<file path="config.mk">
export PLATFORM = sky130hd
export DESIGN_NAME = mfill_engine
export DESIGN_NICKNAME = d
export VERILOG_FILES = /design/src/rtl/mfill_pkg.sv /design/src/rtl/mfill_regs.sv /design/src/rtl/mfill_ctrl.sv /design/src/rtl/mfill_engine.sv
export SDC_FILE = /design/constraint.sdc
export NUM_CORES = 1
export LEC_CHECK = 0
export ABC_AREA = 1
export BUFFER_PORTS_ARGS = -buffer_cell sky130_fd_sc_hd__buf_2
export CORE_MARGIN = 3
export CORE_UTILIZATION = 40
export DETAILED_ROUTE_END_ITERATION = 10
export PLACE_DENSITY = 0.65
export REMOVE_ABC_BUFFERS = 1
export SLEW_MARGIN = 20
export SYNTH_ARGS = -nofsm -noshare
export SYNTH_HDL_FRONTEND = slang
export SYNTH_SLANG_ARGS = --single-unit
</file>
<file path="constraint.sdc">
create_clock -name clk -period 2 [get_ports clk]
set_input_delay 0.5 -clock clk [delete_from_list [all_inputs] [get_ports clk]]
set_output_delay 0.5 -clock clk [all_outputs]
set_load 0.01 [all_outputs]
</file>
<file path="src/rtl/mfill_pkg.sv">
package mfill_pkg;
  localparam logic [2:0] RA_DST  = 3'd0;
  localparam logic [2:0] RA_LEN  = 3'd1;
  localparam logic [2:0] RA_PATL = 3'd2;
  localparam logic [2:0] RA_PATH = 3'd3;
  localparam logic [2:0] RA_MODE = 3'd4;
  localparam logic [2:0] RA_ACT  = 3'd5;

  typedef enum logic [1:0] {
    MD_NONE = 2'b00,
    MD_COPY = 2'b01,
    MD_FILL = 2'b10,
    MD_SUM  = 2'b11
  } fill_mode_e;
endpackage

</file>
<file path="src/rtl/mfill_regs.sv">
module mfill_regs
  import mfill_pkg::*;
#(
  parameter int ADDR_W = 32,
  parameter int LEN_W  = 32
) (
  input  logic              clk,
  input  logic              rst_n,
  input  logic              reg_we,
  input  logic [2:0]        reg_addr,
  input  logic [31:0]       reg_wdata,
  output logic [ADDR_W-4:0] cfg_dst_word,
  output logic [LEN_W-1:0]  cfg_len,
  output logic [63:0]       cfg_pat,
  output logic              cfg_fill_mode,
  output logic              launch_req
);
  logic [ADDR_W-4:0] dst_q, dst_d;
  logic [LEN_W-1:0]  len_q, len_d;
  logic [31:0]       patl_q, patl_d, path_q, path_d;
  fill_mode_e        mode_q, mode_d;

  always_comb begin
    dst_d  = dst_q;
    len_d  = len_q;
    patl_d = patl_q;
    path_d = path_q;
    mode_d = mode_q;
    if (reg_we) begin
      case (reg_addr)
        RA_DST:  dst_d  = reg_wdata[ADDR_W-1:3];
        RA_LEN:  len_d  = LEN_W'(reg_wdata);
        RA_PATL: patl_d = reg_wdata;
        RA_PATH: path_d = reg_wdata;
        RA_MODE: mode_d = fill_mode_e'(reg_wdata[1:0]);
        default: ;
      endcase
    end
  end

  always_ff @(posedge clk or negedge rst_n) begin
    if (!rst_n) begin
      dst_q  <= '0;
      len_q  <= '0;
      patl_q <= '0;
      path_q <= '0;
      mode_q <= MD_NONE;
    end else if (reg_we) begin
      dst_q  <= dst_d;
      len_q  <= len_d;
      patl_q <= patl_d;
      path_q <= path_d;
      mode_q <= mode_d;
    end
  end

  assign cfg_dst_word  = dst_q;
  assign cfg_len       = len_q;
  assign cfg_pat       = {path_q, patl_q};
  assign cfg_fill_mode = (mode_q == MD_FILL);
  assign launch_req    = reg_we && (reg_addr == RA_ACT) && reg_wdata[0];
endmodule

</file>
<file path="src/rtl/mfill_ctrl.sv">
module mfill_ctrl #(
  parameter int ADDR_W    = 32,
  parameter int LEN_W     = 32,
  parameter int MIN_BYTES = 128,
  parameter int MAX_BYTES = 16777216
) (
  input  logic              clk,
  input  logic              rst_n,
  input  logic              launch_req,
  input  logic              cfg_fill_mode,
  input  logic [ADDR_W-4:0] cfg_dst_word,
  input  logic [LEN_W-1:0]  cfg_len,
  input  logic [63:0]       cfg_pat,
  input  logic              wr_ready,
  output logic              wr_valid,
  output logic [ADDR_W-1:0] wr_addr,
  output logic [63:0]       wr_data,
  output logic              busy,
  output logic              done,
  output logic              err
);
  localparam int CNT_W = $clog2(MAX_BYTES / 8 + 1);

  logic              busy_q, busy_d;
  logic              done_q, done_d;
  logic              err_q, err_d;
  logic [ADDR_W-4:0] word_q, word_d;
  logic [CNT_W-1:0]  cnt_q, cnt_d;
  logic [63:0]       pat_q, pat_d;
  logic              go, len_ok, xfer, last;
  logic [CNT_W-1:0]  words_needed;

  assign len_ok = (cfg_len >= LEN_W'(MIN_BYTES)) && (cfg_len <= LEN_W'(MAX_BYTES));
  assign go     = launch_req && cfg_fill_mode && !busy_q;
  assign xfer   = busy_q && wr_ready;
  assign last   = xfer && (cnt_q == CNT_W'(1));
  assign words_needed = cfg_len[CNT_W+2:3] + CNT_W'(|cfg_len[2:0]);

  always_comb begin
    busy_d = busy_q;
    err_d  = err_q;
    word_d = word_q;
    cnt_d  = cnt_q;
    pat_d  = pat_q;
    done_d = last;
    if (go) begin
      if (len_ok) begin
        busy_d = 1'b1;
        err_d  = 1'b0;
        word_d = cfg_dst_word;
        cnt_d  = words_needed;
        pat_d  = cfg_pat;
      end else begin
        err_d  = 1'b1;
      end
    end else if (xfer) begin
      word_d = word_q + 1'b1;
      cnt_d  = cnt_q - 1'b1;
      if (last) busy_d = 1'b0;
    end
  end

  always_ff @(posedge clk or negedge rst_n) begin
    if (!rst_n) begin
      busy_q <= 1'b0;
      done_q <= 1'b0;
      err_q  <= 1'b0;
      word_q <= '0;
      cnt_q  <= '0;
      pat_q  <= '0;
    end else begin
      busy_q <= busy_d;
      done_q <= done_d;
      err_q  <= err_d;
      if (go || xfer) begin
        word_q <= word_d;
        cnt_q  <= cnt_d;
      end
      if (go && len_ok) pat_q <= pat_d;
    end
  end

  assign wr_valid = busy_q;
  assign wr_addr  = {word_q, 3'b000};
  assign wr_data  = pat_q;
  assign busy     = busy_q;
  assign done     = done_q;
  assign err      = err_q;


  stall_hold_chk: assert property (@(posedge clk) disable iff (!rst_n)
    (wr_valid && !wr_ready) |=> (wr_valid && $stable(wr_addr) && $stable(wr_data)));

  addr_align_chk: assert property (@(posedge clk) disable iff (!rst_n)
    wr_valid |-> (wr_addr[2:0] == 3'b000));

  done_pulse_chk: assert property (@(posedge clk) disable iff (!rst_n)
    done |=> !done);

  done_idle_chk: assert property (@(posedge clk) disable iff (!rst_n)
    done |-> (!busy && $fell(busy)));

  err_idle_chk: assert property (@(posedge clk) disable iff (!rst_n)
    err |-> !busy);

  step_addr_chk: assert property (@(posedge clk) disable iff (!rst_n)
    (wr_valid && wr_ready && !done_d) |=> (wr_addr == $past(wr_addr) + ADDR_W'(8)));
endmodule

</file>
<file path="src/rtl/mfill_engine.sv">
module mfill_engine #(
  parameter int ADDR_W    = 32,
  parameter int LEN_W     = 32,
  parameter int MIN_BYTES = 128,
  parameter int MAX_BYTES = 16777216
) (
  input  logic              clk,
  input  logic              rst_n,
  input  logic              reg_we,
  input  logic [2:0]        reg_addr,
  input  logic [31:0]       reg_wdata,
  output logic              wr_valid,
  input  logic              wr_ready,
  output logic [ADDR_W-1:0] wr_addr,
  output logic [63:0]       wr_data,
  output logic              busy,
  output logic              done,
  output logic              err
);
  logic [ADDR_W-4:0] cfg_dst_word;
  logic [LEN_W-1:0]  cfg_len;
  logic [63:0]       cfg_pat;
  logic              cfg_fill_mode;
  logic              launch_req;

  mfill_regs #(.ADDR_W(ADDR_W), .LEN_W(LEN_W)) u_regs (
    .clk(clk), .rst_n(rst_n), .reg_we(reg_we), .reg_addr(reg_addr),
    .reg_wdata(reg_wdata), .cfg_dst_word(cfg_dst_word), .cfg_len(cfg_len),
    .cfg_pat(cfg_pat), .cfg_fill_mode(cfg_fill_mode), .launch_req(launch_req)
  );

  mfill_ctrl #(.ADDR_W(ADDR_W), .LEN_W(LEN_W), .MIN_BYTES(MIN_BYTES),
               .MAX_BYTES(MAX_BYTES)) u_ctrl (
    .clk(clk), .rst_n(rst_n), .launch_req(launch_req),
    .cfg_fill_mode(cfg_fill_mode), .cfg_dst_word(cfg_dst_word),
    .cfg_len(cfg_len), .cfg_pat(cfg_pat), .wr_ready(wr_ready),
    .wr_valid(wr_valid), .wr_addr(wr_addr), .wr_data(wr_data),
    .busy(busy), .done(done), .err(err)
  );
endmodule

</file>
==> metrics.csv <==
metric,value,unit
crit_type,reg2reg,
syn_avg_cell_area,7.40,µm²
slowest_delay,0.37,ns
root_buffer,clkbuf_16,
grt_pass1_vias,10123,
synth_area_leaders,"dfrtp_1 (51%), nand2_1 (23%), o21ai_0 (6.2%), nand3_1 (4.7%), nor2_1 (4.6%)",
synth.largest_area_cell,dfrtp_1,
row_count,62,
finalSetupViolCount,0,
wirelength,33.8,mm
post_cts_buffers,0,
num_io_pins,139,
hold_class,in2reg,
clock_sinks,245,
setup_tns,0,ns
cp.depth,13,
die_y,179,µm
worst_setup_path_end_kind,flop,
initial_core_util,41.0,%
maxCapViolations,0,
die_area,31900,µm²
worst_pin_slew,0.593,ns
critPathSlowestCell,dfrtp_1,
nNetsFinal,1795,
h-tree-depth,1,
worstSetupStartpoint,u_regs.cfg_len[0]$_DFFE_PN0P_,
synth_cell_types,31,
fin_area,14300,µm²
fin_skew,0.00817,ns
status,completed,
dp_hpwl,23.8,mm
gr-total-overflow,0,
synth.cell_area,11900,µm²
rrSetupSlack,0.14,ns
place_area,13200,µm²
detail_route.iter0.violations,745,
slew_viol_final,0,
rr_worst_depth,13,
crit_path_max_fanout,4,
worstHoldStart,reg_wdata[19],
antenna_left,0,
rr_endpoint,u_ctrl.cnt_q[10]$_DFFE_PN0P_,
fmax,0.539,GHz
coreArea,29000,µm²
cp_data_required_time,2.42,ns
antenna_found_initial,1,
n_fill_cell,2915,
r2r-start,u_regs.cfg_len[0]$_DFFE_PN0P_,
crit_family,simple AND/OR/NAND/NOR gates,
rsz0062_at_grt,yes,
cts_buffer_depth,3,
detailedRoute.firstPassIterationCount,5,
cpMostUsedCell,nand2_1,
fin_crit,1.86,ns
cts_buffers,27,
wl_per_cell,15.7,µm
vdd_drop_max,0.000514,V
syn_to_final_growth,19.8,%
layout-drive-gt1-share,13.9,%
critPathLaunchType,flop,
globalplace.congestion,0.925,
critical_path_buf_inv_count,2,
arrival,2.27,ns
hold_viol_final,0,
synth_top_area_share,51.5,%
synth_seq_cells,245,
vias_per_cell,4.94,
cts_tree,built,
grt_use_total,21.3,%
max_slew_margin,60.4,%
period_share,92.8,%
num_antenna_cells,0,
p_leak,7.66,nW
die_w,179,µm
cp_cell_sequence,"inv_1, nand2_1, ha_2, ha_2, nand2_1, nor2_4, nand2_2, inv_1, nand4_1, nand3_1, nand2_1, nand2_1, nand2_1",
port_buffers,135,
crit_path_end,u_ctrl.cnt_q[10]$_DFFE_PN0P_,
grt_pass1_wl,54.5,mm
clk_pin_slew,0.06,ns
grt_start_max_net_pins,78,
ys_seq_area_share,51.5,%
ys.warnings.count,0,
insertion_delay,0.53,ns
drc_errors,0,
vias,10638,
syn_inst,1609,
power_density,1050,nW/µm²
==> state kept, by name, indices dropped and copies added (netlist names) <==
signal               count
u_ctrl.wr_data          64
u_regs.cfg_len          32
u_regs.path_q           32
u_regs.patl_q           32
u_ctrl.word_q           29
u_regs.cfg_dst_word     29
u_ctrl.cnt_q            22
u_regs.mode_q            2
u_ctrl.busy              1
u_ctrl.done              1
u_ctrl.err               1
==> layout by cell type, fill, tap and decap left out, drive strengths merged, types with 7 or more instances in the layout <==
master    n
xnor2    10
bufinv    7
nand2   725
clkbuf   37
buf     180
nand4     8
nand3b    8
o21ai   154
xor2      8
nor2    148
nand3   111
inv     101
dfrtp   245
==> synth_stat cells (all sizes together) <==
library cell / count
o221ai: 1
or2: 4
inv: 101
buf: 39
o21ai: 154
clkbuf: 31
a21o: 2
nor4: 1
conb: 1
xor2: 8
dfrtp: 245
and2: 3
nand3b: 8
a21oi: 1
xnor2: 10
nor3: 2
ha: 5
nand3: 111
nand2: 725
a21boi: 1
nor2: 148
nand4: 8
==> routing by layer <==
metal / vias to the layer above / global-route usage (%) / routed length [µm]
met5: - / 0 / 20
met4: 2 / 3.80 / 479
met3: 34 / 2.55 / 1630
met2: 227 / 33.5 / 15000
met1: 5066 / 32.0 / 16600
li1: 5309 / - / -
==> area by class of cell <==
type                            instances  area [µm²]  area share [%]
Inverter                              101         379            2.66
Multi-Input combinational cell       1195        5090            35.7
Timing Repair Buffer                  181        1170            8.24
Clock buffer                           37         773            5.42
Tap cell                              384         480            3.37
Sequential cell                       245        6130            43.0
Clock inverter                         10         228            1.60
==> tightest hold or removal path, delay by kind of cell <==
family	cells	cell delay, ns
buffers and inverters	2	0.13
AOI/OAI and AO/OA	1	0.15
==> where the power goes <==
group / total (W) / internal, W / leakage (nW) / switching [W]
Sequential: 0.00627 / 0.00564 / 3.23 / 0.000628
Clock: 0.00562 / 0.00358 / 0.487 / 0.00203
Combinational: 0.00310 / 0.00118 / 3.94 / 0.00192
==> stage by stage <==
| step | worst slack [ns] | utilization (%) | power (W) | std cells | hold WS (ns) |
|---|---|---|---|---|---|
| finish | 0.144 | 49.1 | 0.0150 | 2153 | 0.294 |
| global route | -0.00866 | 49.1 | 0.0159 | 2153 | 0.301 |
| CTS | 0.00187 | 49.0 | 0.0151 | 2153 | 0.277 |
| detailed placement | -0.0289 | 45.5 | 0.00945 | 2105 | 0.377 |
| global placement | 0.0175 | 45.5 | 0.00934 | 2105 | 0.374 |
| floorplan | -1.20 | - | 0.00837 | 1541 | 0.204 |
==> timing repair <==
item | 4_1_cts | 5_1_grt
gates resized for setup | 1 | 15
cloned | 0 | 0
hold endpoints to repair | 24 | 0
endpoints found under the setup margin | 20 | 86
hold buffers | 1 | 0
==> kinds of logic after synthesis <==
family | share of synthesized area [%]
AOI/OAI and AO/OA | 6.78
xor gates and xnor gates | 1.32
adders and majority gates | 0.525
buffers and inverters | 6.12
DFF | 51.5
other | 0.0315
and+or+nand+nor | 33.7
==> worst min path at each step <==
stage / endpoint / slack [ns] / depth (start not counted)
floorplan: u_ctrl.busy$_DFFE_PN0P_ / 0.20 / 0
global placement: u_ctrl.wr_data[22]$_DFFE_PN0P_ / 0.37 / 1
detailed placement: u_ctrl.wr_data[22]$_DFFE_PN0P_ / 0.38 / 1
CTS: u_regs.cfg_dst_word[16]$_DFFE_PN0P_ / 0.28 / 3
global route: u_regs.path_q[19]$_DFFE_PN0P_ / 0.30 / 3
finish: u_regs.cfg_dst_word[16]$_DFFE_PN0P_ / 0.29 / 3
Power figures use the tool's default switching activity.
